--- config.mk ---
export PLATFORM = sky130hd
export DESIGN_NAME = boot_remap_top
export DESIGN_NICKNAME = d
export VERILOG_FILES = /design/src/rtl/boot_remap_pkg.sv /design/src/rtl/boot_decide.sv /design/src/rtl/remap_ctl.sv /design/src/rtl/addr_xlate.sv /design/src/rtl/boot_remap_top.sv
export SDC_FILE = /design/constraint.sdc
export NUM_CORES = 1
export LEC_CHECK = 0
export ABC_AREA = 1
export BUFFER_PORTS_ARGS = -buffer_cell sky130_fd_sc_hd__clkbuf_2
export CAP_MARGIN = 0
export CORE_MARGIN = 4
export CORE_UTILIZATION = 30
export CTS_BUF_LIST = sky130_fd_sc_hd__clkbuf_4 sky130_fd_sc_hd__clkbuf_8 sky130_fd_sc_hd__clkbuf_16
export CTS_CLUSTER_SIZE = 8
export DETAILED_ROUTE_END_ITERATION = 8
export GPL_TIMING_DRIVEN = 0
export PLACE_DENSITY = 0.52
export SYNTH_ARGS = -nofsm -noshare
export SYNTH_HDL_FRONTEND = slang
export SYNTH_HIERARCHICAL = 1
export SYNTH_SLANG_ARGS = --single-unit
--- constraint.sdc ---
create_clock -name clk -period 3.84 [get_ports clk]
set_input_delay 0.192 -clock clk [delete_from_list [all_inputs] [get_ports clk]]
set_output_delay 0.192 -clock clk [all_outputs]
set_load 0.02 [all_outputs]
--- src/rtl/boot_remap_pkg.sv ---
package boot_remap_pkg;
  localparam int NTGT   = 5;
  localparam int CODE_W = 3;

  typedef enum logic [CODE_W-1:0] {
    TGT_FLASH  = 3'd0,
    TGT_SYSMEM = 3'd1,
    TGT_SRAM1  = 3'd2,
    TGT_EXTPAR = 3'd3,
    TGT_SERIAL = 3'd4
  } tgt_e;

  localparam logic [CODE_W-1:0] LAST_CODE = CODE_W'(NTGT - 1);
endpackage

--- src/rtl/boot_decide.sv ---
module boot_decide
  import boot_remap_pkg::*;
(
  input  logic boot_pin,
  input  logic opt_pin_src,
  input  logic opt_boot_n,
  input  logic opt_alt_n,
  input  logic flash_blank,
  output tgt_e boot_tgt
);
  logic eff_boot;

  always_comb begin
    eff_boot = opt_pin_src ? boot_pin : ~opt_boot_n;
    if (eff_boot) begin
      boot_tgt = opt_alt_n ? TGT_SYSMEM : TGT_SRAM1;
    end else if (opt_pin_src && flash_blank) begin
      boot_tgt = TGT_SYSMEM;
    end else begin
      boot_tgt = TGT_FLASH;
    end
  end
endmodule

--- src/rtl/remap_ctl.sv ---
module remap_ctl
  import boot_remap_pkg::*;
(
  input  logic              clk,
  input  logic              rst_n,
  input  tgt_e              boot_tgt,
  input  logic              wake,
  input  logic              remap_we,
  input  logic [CODE_W-1:0] remap_code,
  output tgt_e              cur_tgt,
  output logic [NTGT-1:0]   sel_onehot
);
  logic pend_q, pend_d;
  tgt_e cur_q, cur_d;
  logic capture;

  always_comb begin
    capture = pend_q | wake;
    pend_d  = 1'b0;
    cur_d   = cur_q;
    if (capture) begin
      cur_d = boot_tgt;
    end else if (remap_we && (remap_code <= LAST_CODE)) begin
      cur_d = tgt_e'(remap_code);
    end
  end

  always_ff @(posedge clk or negedge rst_n) begin
    if (!rst_n) begin
      pend_q <= 1'b1;
      cur_q  <= TGT_FLASH;
    end else begin
      pend_q <= pend_d;
      cur_q  <= cur_d;
    end
  end

  assign cur_tgt = cur_q;

  for (genvar i = 0; i < NTGT; i++) begin : g_sel
    assign sel_onehot[i] = (cur_q == CODE_W'(i));
  end


  sel_onehot_chk: assert property (@(posedge clk) disable iff (!rst_n)
    $countones(sel_onehot) == 1);


  sel_hold_chk: assert property (@(posedge clk) disable iff (!rst_n)
    (!pend_q && !wake && !remap_we) |=> $stable(sel_onehot));


  bad_code_chk: assert property (@(posedge clk) disable iff (!rst_n)
    (!pend_q && !wake && remap_we && remap_code > LAST_CODE) |=> $stable(sel_onehot));


  wake_load_chk: assert property (@(posedge clk) disable iff (!rst_n)
    wake |=> (cur_q == $past(boot_tgt)));
endmodule

--- src/rtl/addr_xlate.sv ---
module addr_xlate
  import boot_remap_pkg::*;
#(
  parameter int ADDR_W   = 32,
  parameter int ALIAS_AW = 27,
  parameter logic [NTGT-1:0][ADDR_W-1:0] TGT_BASE = '0,
  parameter logic [NTGT-1:0][ADDR_W-1:0] TGT_SIZE = '0
) (
  input  logic              clk,
  input  logic              rst_n,
  input  tgt_e              cur_tgt,
  input  logic              acc_valid,
  input  logic [ADDR_W-1:0] acc_addr,
  output logic              xl_valid,
  output logic [ADDR_W-1:0] xl_addr,
  output logic              xl_alias,
  output logic              xl_err
);
  localparam int HI_W = ADDR_W - ALIAS_AW;

  logic              v_q;
  logic [ADDR_W-1:0] a_q, a_d;
  logic              al_q, al_d, e_q, e_d;
  logic              in_win, in_size;

  always_comb begin
    in_win  = (acc_addr[ADDR_W-1:ALIAS_AW] == HI_W'(0));
    in_size = (acc_addr < TGT_SIZE[cur_tgt]);
    al_d    = in_win;
    e_d     = in_win && !in_size;
    if (!in_win)      a_d = acc_addr;
    else if (in_size) a_d = TGT_BASE[cur_tgt] + acc_addr;
    else              a_d = '0;
  end

  always_ff @(posedge clk or negedge rst_n) begin
    if (!rst_n) begin
      v_q  <= 1'b0;
      a_q  <= '0;
      al_q <= 1'b0;
      e_q  <= 1'b0;
    end else begin
      v_q <= acc_valid;
      if (acc_valid) begin
        a_q  <= a_d;
        al_q <= al_d;
        e_q  <= e_d;
      end
    end
  end

  assign xl_valid = v_q;
  assign xl_addr  = a_q;
  assign xl_alias = al_q;
  assign xl_err   = e_q;


  resp_follow_chk: assert property (@(posedge clk) disable iff (!rst_n)
    acc_valid |=> xl_valid);


  err_in_win_chk: assert property (@(posedge clk) disable iff (!rst_n)
    xl_err |-> (xl_alias && xl_addr == '0));


  pass_high_chk: assert property (@(posedge clk) disable iff (!rst_n)
    (acc_valid && acc_addr[ADDR_W-1:ALIAS_AW] != HI_W'(0)) |=> (!xl_alias && xl_addr == $past(acc_addr)));
endmodule

--- src/rtl/boot_remap_top.sv ---
module boot_remap_top
  import boot_remap_pkg::*;
#(
  parameter int ADDR_W   = 32,
  parameter int ALIAS_AW = 27,
  parameter logic [NTGT-1:0][ADDR_W-1:0] TGT_BASE = {
    32'h9000_0000, 32'h6000_0000, 32'h2000_0000, 32'h1FFF_0000, 32'h0800_0000},
  parameter logic [NTGT-1:0][ADDR_W-1:0] TGT_SIZE = {
    32'h1000_0000, 32'h1000_0000, 32'h0002_0000, 32'h0000_7000, 32'h0010_0000}
) (
  input  logic              clk,
  input  logic              rst_n,
  input  logic              boot_pin,
  input  logic              opt_pin_src,
  input  logic              opt_boot_n,
  input  logic              opt_alt_n,
  input  logic              flash_blank,
  input  logic              wake,
  input  logic              remap_we,
  input  logic [2:0]        remap_code,
  input  logic              acc_valid,
  input  logic [ADDR_W-1:0] acc_addr,
  output logic [4:0]        sel_onehot,
  output logic              xl_valid,
  output logic [ADDR_W-1:0] xl_addr,
  output logic              xl_alias,
  output logic              xl_err
);
  tgt_e boot_tgt;
  tgt_e cur_tgt;

  boot_decide u_decide (
    .boot_pin    (boot_pin),
    .opt_pin_src (opt_pin_src),
    .opt_boot_n  (opt_boot_n),
    .opt_alt_n   (opt_alt_n),
    .flash_blank (flash_blank),
    .boot_tgt    (boot_tgt)
  );

  remap_ctl u_ctl (
    .clk        (clk),
    .rst_n      (rst_n),
    .boot_tgt   (boot_tgt),
    .wake       (wake),
    .remap_we   (remap_we),
    .remap_code (remap_code),
    .cur_tgt    (cur_tgt),
    .sel_onehot (sel_onehot)
  );

  addr_xlate #(
    .ADDR_W   (ADDR_W),
    .ALIAS_AW (ALIAS_AW),
    .TGT_BASE (TGT_BASE),
    .TGT_SIZE (TGT_SIZE)
  ) u_xlate (
    .clk       (clk),
    .rst_n     (rst_n),
    .cur_tgt   (cur_tgt),
    .acc_valid (acc_valid),
    .acc_addr  (acc_addr),
    .xl_valid  (xl_valid),
    .xl_addr   (xl_addr),
    .xl_alias  (xl_alias),
    .xl_err    (xl_err)
  );
endmodule

# == Yosys cells after proc, flatten, opt, wreduce, memory -nomap -nowiden ==
# Memory sizes are Yosys's and may differ from the RTL's.
# Index checks and enable logic that the tools add are counted.
# op_classes
n_eq_ne,4
bitwise_logic,2
n_lt_le_gt_ge,3
n_reduce_logical,7
addsub,1
n_mul,0
n_div,0
n_mux,10
shift,0
# op_table
op,n
32-bit two-way mux,4
32-bit adder,1
32-bit < comparator,1
3-bit two-way mux,3
3-bit by 2-bit equality test with 1-bit output (second input constant),2
5-bit zero test,1
3-bit by 4-bit < comparator with 1-bit output (second input constant),1
3-bit by 1-bit equality test with 1-bit output (second input constant),1
3-bit equality test (second input constant),1
3-bit <= comparator (second input constant),1
1-bit logical AND,3
3-bit zero test,1
1-bit two-way mux,2
2-bit two-way mux,1
2-bit nonzero test,1
1-bit zero test,1
1-bit inverter,1
1-bit OR,1
# word_totals
regBits,39
mem_bits_rw,0
in_bits,45
romBits,512
elab_cells,35
latchBits,0
out_inout_bits,40
n_memories,2
# memory_table
name,depth,word_bits,read_ports,rd_ports_with_merged_regs,write_ports,line,source
(name not given),8,32,1,0,0,addr_xlate.sv:32,else if (in_size) a_d = TGT_BASE[cur_tgt] + acc_addr;
(name not given),8,32,1,0,0,addr_xlate.sv:28,in_size = (acc_addr < TGT_SIZE[cur_tgt]);

# == Depth between registers and ports, before layout ==
# Gate-level depths: netlist (run 1).
# logic_depth
word_depth,5
ltp_mapped,16
depth_no_buf,14

# == Hierarchy ==
# Netlist (run 1), hierarchy kept.
# by_module_without_submodules
mod,cells_per_inst,n_inst,seq_area_each_um2,area_per_inst_um2
addr_xlate,388,1,875.8,2591.2
remap_ctl,39,1,101.3,261.5
boot_decide,11,1,0.0,55.1

# == Worst setup path before layout (run 1) ==
# Ideal clock, no wire load.
# synth_path
path_type,register to register
startpoint,"reg u_ctl.cur_q[0], in the netlist u_ctl/cur_tgt[0]"
endpoint,"reg u_xlate.a_q[24], in the netlist u_xlate/xl_addr[24]"
n_path_buf,2
stages_incl_launch_ff,15
setup_time_ns,0.073
path_slack_ns,1.706
required_time_ns,3.767
arrival_ns,2.061
synth_period_minus_slack_ns,2.134
path_cell_list,dfrtp_1 buf_2 inv_1 nand2_1 ha_1 a21oi_1 nand2_1 nand2_1 nand2_1 a21oi_1 nand2_2 nor2_4 buf_6 nand3_1 a21oi_2
# synth_between
elab_chain_len,5
word_cells_on_any_way,8
cone_classes,add/sub: 1; order compare: 1; mux: 4; memory: 2
# synth_rtl
item,line,source
start: declaration,remap_ctl.sv:14,"tgt_e cur_q, cur_d;"
start signal: assignment,remap_ctl.sv:34,cur_q <= cur_d;
"memory read 8 x 32 bit, on equally long branches",n/a,
"32-bit two-way mux, on equally long branches","addr_xlate.sv:32, addr_xlate.sv:28",
32-bit adder or 32-bit < comparator (tied branches),"addr_xlate.sv:32, addr_xlate.sv:28",
32-bit two-way mux (*),addr_xlate.sv:32,
32-bit two-way mux (*),addr_xlate.sv:31,if (!in_win) a_d = acc_addr;
end signal: assignment,addr_xlate.sv:39,a_q <= '0;
end signal: assignment,addr_xlate.sv:45,a_q <= a_d;
end: declaration,addr_xlate.sv:22,"logic [ADDR_W-1:0] a_q, a_d;"
# Mark *: on every way between the ends. The rest lies on a longest branch, timed or not. The select of a mux whose other input is x is not followed.
# A chain may end at the register's enable or synchronous reset.

# == Final worst setup path (run 1) ==
# layout_path
startpoint,"reg u_ctl.cur_q[0], in the netlist u_ctl/cur_tgt[0]"
endpoint,"reg u_xlate.a_q[27], in the netlist u_xlate/xl_addr[27]"
# The elaborated chain is that of the path after synthesis.

==> flow_summary_export.csv, run 1 <==
group,metric,value,unit
status,status,"completed",
layout,stdcell_area,3610,µm²
worst_setup_path,rr_startpoint,"u_ctl/cur_tgt[0]",
worst_setup_path,worstPathArrival,2.92,ns
logic_synthesis,synth_warnings,6,
worst_setup_path,cp_common_cell,"nand2_1",
worst_setup_path,end_kind,"register",
placement,place.gp.congestion,0.901,
worst_setup_path,crit_type,"register to register",
worst_setup_path,path_cells,"buf_2, inv_1, nand2_1, ha_1, a21oi_1, nand2_1, nand2_1, nand2_1, a21oi_1, nand2_2, nor2_4, buf_6, nand3_1, a21oi_1",
logic_synthesis,yosys.area_share.xor_xnor,1.81,%
worst_setup_path,start_kind,"register",
timing,min_period,2.70,ns
worst_setup_path,slowest_delay,0.59,ns
clocking,hold_buffers,1,
global_routing,grt_max_degree,40,
global_routing,groute.usage.overall,15.1,%
job,max_cap_violations,0,
layout,antennaDiodeCount,0,
worst_setup_path,reg2reg_to,"u_xlate/xl_addr[27]",
timing,max_freq,371,MHz
min_path,hold_class,"input port to asynchronous set/reset pin",
clocking,cts-resized-gates,0,
clocking,cts_tree,"done",
clocking,clk_pin_slew,0.09,ns
power_and_ir_drop,total_power,1250,µW
worst_setup_path,cp.required,4.07,ns
floorplanning,row_count,35,
power_and_ir_drop,powerDensity,347,nW/µm²
logic_synthesis,synthMuxAreaShare,0,%
logic_synthesis,synth_top_area_share,32.7,%
routing,drtIter0Drc,151,
global_routing,grt_antenna_before_repair,0,
layout,seq_area,977,µm²
worst_setup_path,path_max_fanout,11,
clocking,numClockSinks,39,
timing,final_max_slew_viol_count,0,
floorplanning,core_region_area,9330,µm²
logic_synthesis,syn_avg_cell_area,6.64,µm²
logic_synthesis,synth_compound_area_share,10.3,%
logic_synthesis,synth_fa_ha_area_share,4.30,%
logic_synthesis,synth-seq-area-share,33.6,%
routing,vias_per_cell,4.48,
clocking,htreeDepth,2,
routing,wl_per_cell,12.9,µm
clocking,postCtsSetupBuffers,0,
timing,skew,0.00342,ns
global_routing,grt_first_pass_wirelength,13800,µm
routing,detail-route-antenna-nets,0,
logic_synthesis,synth_cell_types,37,
routing,drt-total-wl,8470,µm
layout,area_growth,24.1,%
timing,fin_tns_setup,0,ns
clocking,root_buffer,"clkbuf_8",
worst_setup_path,path_buf_inv,3,
logic_synthesis,synth.largest_area_cell,"dfrtp_1",
logic_synthesis,ys_ff_latch,39,
logic_synthesis,synthSimpleGateAreaFrac,40.1,%
global_routing,grt-ovfl-total,0,
logic_synthesis,synth_area_leaders,"dfrtp_1, nand2_1, nand3_1",
timing,min_period_over_period,70.2,%
timing,hold_viol,0,
routing,vias,2955,
layout,layout.nets,584,
floorplanning,dieArea,11300,µm²
floorplanning,ios,85,
layout,nFillCells,1050,
routing,drc_errors,0,
routing,drtPass1Iterations,4,
worst_setup_path,slowest_stage,"dfrtp_1",
worst_setup_path,r2r_slack,1.14,ns
power_and_ir_drop,p_leak,0.00195,µW
placement,placed_cells,650,
layout,final_common_cell,"nand2_1",
floorplanning,die_h,106,µm
layout,drive_above_1_share,23.6,%
logic_synthesis,syn_area,2910,µm²
timing,whs,0.0337,ns
timing,grt_setup_unrepaired,"no",
logic_synthesis,synth_top_family_by_area,"simple AND/OR/NAND/NOR gates",
layout,multiInputGateArea,1650,µm²
timing,tightest_slew,1.02,ns
global_routing,grt_pass1_vias,2859,
layout,finalNonFillerCells,659,
placement,numPortBuffers,83,
layout,layout_common_cells,"nand2_1, clkbuf_2, nor2_1",
worst_setup_path,worstRegToRegCells,14,
clocking,numCtsBuffers,5,
worst_setup_path,critPathTopFamily,"simple AND/OR/NAND/NOR gates",
timing,slew_headroom,32.3,%
logic_synthesis,syn_nets,493,
placement,dp_hpwl,6630,µm
floorplanning,die_w,106,µm
timing,finalSetupViolCount,0,
placement,place_area,3480,µm²
clocking,clock_latency,0.29,ns
power_and_ir_drop,max-vdd-ir-drop,0.124,mV
logic_synthesis,netlist_instances,438,
floorplanning,start_util,31.2,%
clocking,clock_path_buffers,2,
-- sequential cells by signal (all words and copies together) (netlist names) --
signal,count
u_ctl/pend_q,1
u_xlate/xl_err,1
u_xlate/xl_addr,32
u_ctl/cur_tgt,3
u_xlate/xl_alias,1
u_xlate/xl_valid,1
-- per-stage QoR --
step                      util (%)  setup slack [ns]
final                         38.7              1.14
after global routing          38.7             0.826
after CTS                     38.7              1.11
after detailed placement      37.4              1.12
after global placement        37.4              1.14
after floorplan                  -              1.71
-- worst max-delay path by stage --
stage / start / endpoint / slack [ns] / cells after the start
detailed placement: u_ctl/cur_tgt[0] / u_xlate/xl_addr[27] / 1.12 / 14
CTS: u_ctl/cur_tgt[0] / u_xlate/xl_addr[27] / 1.11 / 14
floorplan: u_ctl/cur_tgt[0] / u_xlate/xl_addr[24] / 1.71 / 14
global route: u_ctl/cur_tgt[0] / u_xlate/xl_addr[27] / 0.83 / 14
global placement: u_ctl/cur_tgt[0] / u_xlate/xl_addr[27] / 1.14 / 14
finish: u_ctl/cur_tgt[0] / u_xlate/xl_addr[27] / 1.14 / 14
-- area by class of cell --
class                      count  area share [%]
clock buffer                   5            1.91
inverter                      47            4.89
clock inverter                 3            1.21
tap                          129            4.47
buffer                        14            2.91
sequential                    39            27.1
timing repair buffer          84            11.8
multi-input combinational    338            45.7
-- cells by family after synthesis --
| family | count (synthesis) |
|---|---|
| buffers and inverters | 61 |
| XOR/XNOR | 6 |
| other | 2 |
| flip-flops | 39 |
| adder cells (fa/ha/maj) | 10 |
| AO/OA/AOI/OAI | 52 |
| AND/OR/NAND/NOR | 268 |
-- power by group --
| part | internal, µW | total [µW] | switching (µW) | leakage [µW] |
|---|---|---|---|---|
| clock | 194 | 359 | 165 | 0.0000581 |
| sequential | 448 | 477 | 29.8 | 0.000461 |
| combinational | 147 | 415 | 269 | 0.00144 |
| total | 788 | 1250 | 463 | 0.00195 |
-- synthesized netlist by cell type --
cell type,number
nand2_1,140
nor2_1,51
inv_1,45
nand3_1,42
dfrtp_1,38
a21oi_1,31
ha_1,10
nor3_1,10
nand2_2,9
o21ai_0,9
clkbuf_1,6
buf_6,4
nand3_2,4
nor2_2,4
xor2_1,4
o21bai_1,3
a21oi_2,2
a31oi_1,2
buf_2,2
conb_1,2
nand4_1,2
nor2_4,2
xnor2_1,2
a21oi_4,1
a41oi_1,1
buf_12,1
buf_4,1
clkinv_1,1
dfstp_2,1
inv_2,1
nand2_4,1
nor2b_1,1
nor3b_1,1
o21ai_1,1
o21ai_2,1
o31ai_1,1
or2_1,1
-- routing by layer --
layer | share of wire (%) | wire length (µm) | track usage, % | vias up
met4 | 0.71 | 60 | 3.01 | 0
met2 | 46 | 3870 | 24.5 | 64
met3 | 4.8 | 410 | 2.61 | 6
met5 | 0 | 0 | 0 | -
li1 | - | - | - | 1572
met1 | 49 | 4130 | 21.0 | 1313
Note: power is estimated with default switching activity, not from simulation.
==> run 2: changes to the inputs <==
PLACE_DENSITY = 0.54   (was 0.52)
clock period = 2.3 ns   (was 3.84 ns; I/O delays follow)
==> run 2 against run 1 <==
Against the previous run: the flow now finishes with violations (negative hold slack); final cell count grew 2.7%; routed wire length increased by 4.9%; sequential share of layout area is 1.8 points lower; critical path type unchanged.
==> flow_summary_export.csv, run 2 (synthesis results as in run 1) <==
group,metric,value,unit
status,status,"complete, but fails checks",
status,violations,"negative hold slack",
layout,nFillCells,1004,
placement,numPortBuffers,83,
layout,seq_area,981,µm²
worst_setup_path,cp-startpoint,"u_ctl/cur_tgt[1]",
timing,min_period_over_period,94.8,%
worst_setup_path,crit_type,"register to register",
worst_setup_path,critPathTopFamily,"simple AND/OR/NAND/NOR gates",
floorplanning,row_count,35,
timing,max_freq,459,MHz
job,max_cap_violations,0,
power_and_ir_drop,max-vdd-ir-drop,0.234,mV
timing,tightest_slew,1.00,ns
floorplanning,start_util,31.2,%
worst_setup_path,path_buf_inv,3,
timing,whs,-0.0413,ns
placement,place_area,3480,µm²
worst_setup_path,path_max_fanout,5,
power_and_ir_drop,total_power,2080,µW
power_and_ir_drop,switching_share,39.0,%
layout,drive_above_1_share,31.8,%
worst_setup_path,cp.depth,13,
timing,min_period,2.18,ns
timing,slew_headroom,33.3,%
floorplanning,die_w,106,µm
min_path,hold_class,"input port to asynchronous set/reset pin",
clocking,numClockSinks,39,
global_routing,grt_pass1_vias,3014,
routing,drtPass1Iterations,4,
clocking,htreeDepth,2,
routing,drt-total-wl,8890,µm
clocking,root_buffer,"clkbuf_8",
timing,skew,0.00931,ns
routing,drc_errors,0,
global_routing,grt_max_degree,40,
worst_setup_path,start_kind,"register",
layout,layout_common_cells,"nand2_1, clkbuf_2, nor2_1",
worst_setup_path,cp_common_cell,"buf_4",
global_routing,groute.usage.overall,16.1,%
timing,grt_setup_unrepaired,"no",
floorplanning,core_region_area,9330,µm²
clocking,clock_path_buffers,2,
clocking,numCtsBuffers,5,
placement,dp_hpwl,6700,µm
clocking,clk_pin_slew,0.09,ns
power_and_ir_drop,pwr-share-comb,38.3,%
timing,final_max_slew_viol_count,0,
clocking,clock_latency,0.30,ns
worst_setup_path,path_cells,"buf_4, buf_4, a21oi_1, ha_1, nand3_1, nor3_2, nor2b_1, nand2_1, nand2_2, nor2_4, buf_6, nand3_2, a21oi_2",
worst_setup_path,cp.required,2.53,ns
routing,vias_per_cell,4.61,
floorplanning,dieArea,11300,µm²
timing,finalSetupViolCount,0,
worst_setup_path,worstPathArrival,2.41,ns
power_and_ir_drop,switching_power,811,µW
worst_setup_path,rr_startpoint,"u_ctl/cur_tgt[1]",
power_and_ir_drop,powerDensity,536,nW/µm²
worst_setup_path,end_kind,"register",
global_routing,grt_first_pass_wirelength,14900,µm
routing,wl_per_cell,13.1,µm
worst_setup_path,worstRegToRegCells,13,
worst_setup_path,slowest_delay,0.45,ns
floorplanning,ios,85,
layout,antennaDiodeCount,0,
layout,stdcell_area,3880,µm²
layout,final_common_cell,"nand2_1",
power_and_ir_drop,intPower,1270,µW
global_routing,grt-ovfl-total,0,
layout,layout.nets,602,
floorplanning,die_h,106,µm
layout,multiInputGateArea,1800,µm²
placement,place.gp.congestion,0.884,
worst_setup_path,slowest_stage,"dfrtp_2",
routing,vias,3121,
clocking,cts_tree,"done",
layout,area_growth,33.6,%
global_routing,grt_antenna_before_repair,0,
routing,detail-route-antenna-nets,0,
timing,hold_viol,38,
routing,drtIter0Drc,198,
layout,largest_reg_flops,32,
power_and_ir_drop,seqPwrFrac,37.9,%
power_and_ir_drop,clkPwrFrac,23.9,%
power_and_ir_drop,p_leak,0.00204,µW
-- run 2: changes by cell type in the layout (fill, tap and decap cells not counted), moves of 5 or more --
cell     previous run  this run
a21oi_1            31        22
a21oi_2             2        11
buf_4               1        16
nand2_1           140       135
nand2_2             9        14
nand3_1            42        35
nand3_2             4         9
-- run 2: final timing paths --
path,to,slack (ns)
min in group clk,u_xlate/xl_addr[9],0.01
worst min-delay path,u_xlate/xl_addr[30],-0.04
worst min register to register,u_xlate/xl_addr[3],0.48
worst max register to register,u_xlate/xl_addr[29],0.12
worst max-delay path,u_xlate/xl_addr[29],0.12
max in group asynchronous,u_ctl/cur_tgt[0],1.64
-- run 2: repair_timing --
action                                  CTS  global route
hold buffers                              1             1
resized for setup                        13            30
endpoints found under the setup margin   33            33
pin swaps                                 6            14
gates cloned                              1             0
hold endpoints to repair                  1             1
buffers inserted                         14             4
-- run 2: cell type report --
| class | instances | share of cell area (%) |
|---|---|---|
| Multi-Input combinational cell | 338 | 46.3 |
| Sequential cell | 39 | 25.3 |
| Timing Repair Buffer | 103 | 15.0 |
| Inverter | 47 | 4.61 |
| Tap cell | 129 | 4.16 |
| Buffer | 13 | 2.45 |
| Clock buffer | 6 | 1.97 |
| Clock inverter | 2 | 0.322 |
-- run 2: worst register-to-register path: stages (launching register included) --
cell and delay (ns):
dfrtp_2 0.45, buf_4 0.14, buf_4 0.13, a21oi_1 0.13, ha_1 0.25, nand3_1 0.12, nor3_2 0.07, nor2b_1 0.13
nand2_1 0.07, nand2_2 0.09, nor2_4 0.17, buf_6 0.17, nand3_2 0.08, a21oi_2 0.13
-- run 2: power groups by stage --
| stage | logic, µW | registers (µW) | clock network, µW |
|---|---|---|---|
| after CTS | 760 | 787 | 515 |
| after floorplan | 400 | 873 | 0 |
| after detailed placement | 699 | 812 | 0 |
| final | 796 | 788 | 497 |
| after global routing | 896 | 798 | 546 |
| after global placement | 693 | 810 | 0 |
-- run 2: per-stage QoR --
| stage | hold WS, ns | TNS (ns) | cells | setup WS [ns] | util (%) |
|---|---|---|---|---|---|
| 3_3_place_gp | 0.241 | -8.58 | 650 | -0.379 | 37.4 |
| 5_1_grt | 0.000810 | 0 | 677 | 0.00905 | 41.6 |
| 4_1_cts | 0.00422 | 0 | 674 | 0.00150 | 40.0 |
| 6_report | -0.0413 | 0 | 677 | 0.120 | 41.6 |
| 3_5_place_dp | 0.243 | -9.98 | 650 | -0.456 | 37.4 |
| 2_1_floorplan | -0.181 | 0 | 438 | 0.166 | - |
-- run 2: per-layer routing --
metal	GRT usage (%)	vias up	wire length, µm
li1	-	1605	-
met1	23.0	1430	4270
met2	25.9	80	4070
met3	3.10	6	505
met4	2.10	0	42
met5	0	-	0
==> run 3: changes to the inputs <==
CORE_UTILIZATION = 47   (was 30)
PLACE_DENSITY = 0.77   (was 0.54)
==> run 3 against run 2 <==
Against the previous run: the flow now finishes without violations; core utilization is 22 points higher; count of clock-buffer cells in the layout fell by 1; sequential share of layout area rose by 0.68 points; final cell count fell by 8.6%; largest power group is now sequential cells; via count increased by 3.4%; cell area fell by 2.6%; non-clock buffer count down 4; combinational power fell by 2%; clock skew about the same.
==> flow_summary_export.csv, run 3 (synthesis results as in run 1) <==
group,metric,value,unit
timing,fin_tns_setup,0,ns
timing,min_period_over_period,94.5,%
worst_setup_path,slowest_delay,0.46,ns
clocking,root_buffer,"clkbuf_8",
global_routing,grt_pass1_vias,2882,
timing,finalSetupViolCount,0,
worst_setup_path,path_max_fanout,11,
clocking,numCtsBuffers,5,
timing,slew_headroom,33.7,%
layout,largest_reg_flops,32,
status,status,"completed",
global_routing,grt_max_degree,40,
routing,detail-route-antenna-nets,0,
floorplanning,core_region_area,5960,µm²
floorplanning,die_w,86.7,µm
routing,drt-total-wl,8380,µm
layout,layout.nets,598,
power_and_ir_drop,seqPwrFrac,36.4,%
clocking,clk_pin_slew,0.08,ns
clocking,numClockSinks,39,
global_routing,grt_first_pass_wirelength,13000,µm
power_and_ir_drop,powerDensity,571,nW/µm²
placement,place.gp.congestion,0.887,
layout,final_common_cell,"nand2_1",
job,max_cap_violations,0,
routing,drtPass1Iterations,4,
worst_setup_path,end_kind,"register",
timing,max_freq,460,MHz
global_routing,grt-ovfl-total,0,
min_path,hold_class,"input port to register",
worst_setup_path,critPathTopFamily,"simple AND/OR/NAND/NOR gates",
worst_setup_path,cp.required,2.53,ns
worst_setup_path,path_buf_inv,3,
worst_setup_path,worstPathArrival,2.40,ns
placement,placed_cells,596,
power_and_ir_drop,pwr-share-comb,35.9,%
placement,dp_hpwl,6020,µm
worst_setup_path,path_cells,"nor2_4, nand2_2, buf_8, buf_12, ha_4, o21ai_1, nand2_1, nand2_1, nand2_1, nand2_1, nand2_2, nor2_4, buf_6, nand3_2, a21oi_2",
clocking,clock_latency,0.30,ns
routing,vias_per_cell,5.21,
clocking,clock_path_buffers,2,
global_routing,grt_antenna_before_repair,0,
power_and_ir_drop,switching_power,804,µW
layout,finalNonFillerCells,619,
routing,wl_per_cell,13.5,µm
layout,nFillCells,561,
floorplanning,start_util,48.8,%
worst_setup_path,crit_type,"register to register",
worst_setup_path,cp_common_cell,"nand2_1",
layout,layout_common_cells,"nand2_1, clkbuf_2, nor2_1",
floorplanning,die_h,86.7,µm
power_and_ir_drop,clkPwrFrac,27.6,%
power_and_ir_drop,switching_share,37.2,%
placement,numPortBuffers,83,
power_and_ir_drop,total_power,2160,µW
power_and_ir_drop,intPower,1360,µW
layout,area_growth,30.1,%
routing,drtIter0Drc,172,
timing,tightest_slew,0.994,ns
routing,drc_errors,0,
worst_setup_path,r2r_slack,0.13,ns
timing,hold_viol,0,
worst_setup_path,slowest_stage,"dfrtp_2",
clocking,htreeDepth,2,
timing,min_period,2.17,ns
power_and_ir_drop,p_leak,0.00203,µW
timing,skew,0.00953,ns
clocking,cts_tree,"done",
floorplanning,dieArea,7510,µm²
worst_setup_path,start_kind,"register",
floorplanning,row_count,28,
layout,antennaDiodeCount,0,
routing,vias,3227,
floorplanning,ios,85,
layout,drive_above_1_share,30.3,%
power_and_ir_drop,max-vdd-ir-drop,0.481,mV
global_routing,groute.usage.overall,21.5,%
timing,final_max_slew_viol_count,0,
## run 3: worst paths after layout
check,from,to,cells after the start
hold reg to reg,u_xlate/xl_addr[2],u_xlate/xl_addr[2],2
setup / recovery,u_ctl/cur_tgt[1],u_xlate/xl_addr[29],15
setup reg to reg,u_ctl/cur_tgt[1],u_xlate/xl_addr[29],15
max in group asynchronous,rst_n,u_ctl/cur_tgt[0],2
min in group asynchronous,rst_n,u_xlate/xl_addr[19],2
hold / removal,acc_addr[9],u_xlate/xl_addr[9],3
## run 3: cell type report
class                      instances  area [µm²]  area share, %
clock inverter                     3        43.8           1.16
timing repair buffer              98         541           14.3
buffer                            14         111           2.94
tap                               75        93.8           2.48
clock buffer                       5        68.8           1.82
sequential                        39         981           25.9
inverter                          47         176           4.66
multi-input combinational        338        1770           46.7
## run 3: worst min-delay path, cell delays in order
cell and delay (ns):
clkbuf_2 0.07, nand2_1 0.04, nand2_1 0.04
## run 3: what timing repair did
action / CTS / global route
hold buffers: 2 / 0
endpoints found under the setup margin: 33 / 32
endpoints found under the hold margin: 7 / 0
setup buffers: 6 / 6
cloned: 0 / 1
resized for setup: 3 / 32
pin swaps: 3 / 16
## run 3: per-stage QoR
step                hold WS [ns]  cell area [µm²]  util (%)  setup WS (ns)
finish                   0.00793             3780      63.5          0.126
global route              0.0169             3780      63.5        -0.0129
CTS                      0.00489             3600      60.4        0.00645
detailed placement         0.240             3420      57.4         -0.292
global placement           0.240             3420      57.4         -0.282
floorplan                 -0.181             2910         -          0.166
## run 3: power by group through the flow
| stage | combinational [µW] | sequential, µW | clock (µW) |
|---|---|---|---|
| final | 777 | 788 | 596 |
| after global routing | 860 | 797 | 646 |
| after CTS | 718 | 789 | 619 |
| after detailed placement | 685 | 812 | 0 |
| after global placement | 674 | 809 | 0 |
| after floorplan | 400 | 873 | 0 |
## run 3: routing by layer
layer	track usage (%)	share of wire, %
met1	28.9	43
met2	35.5	48
met3	3.80	7.2
met4	5.95	1.6
met5	0	0
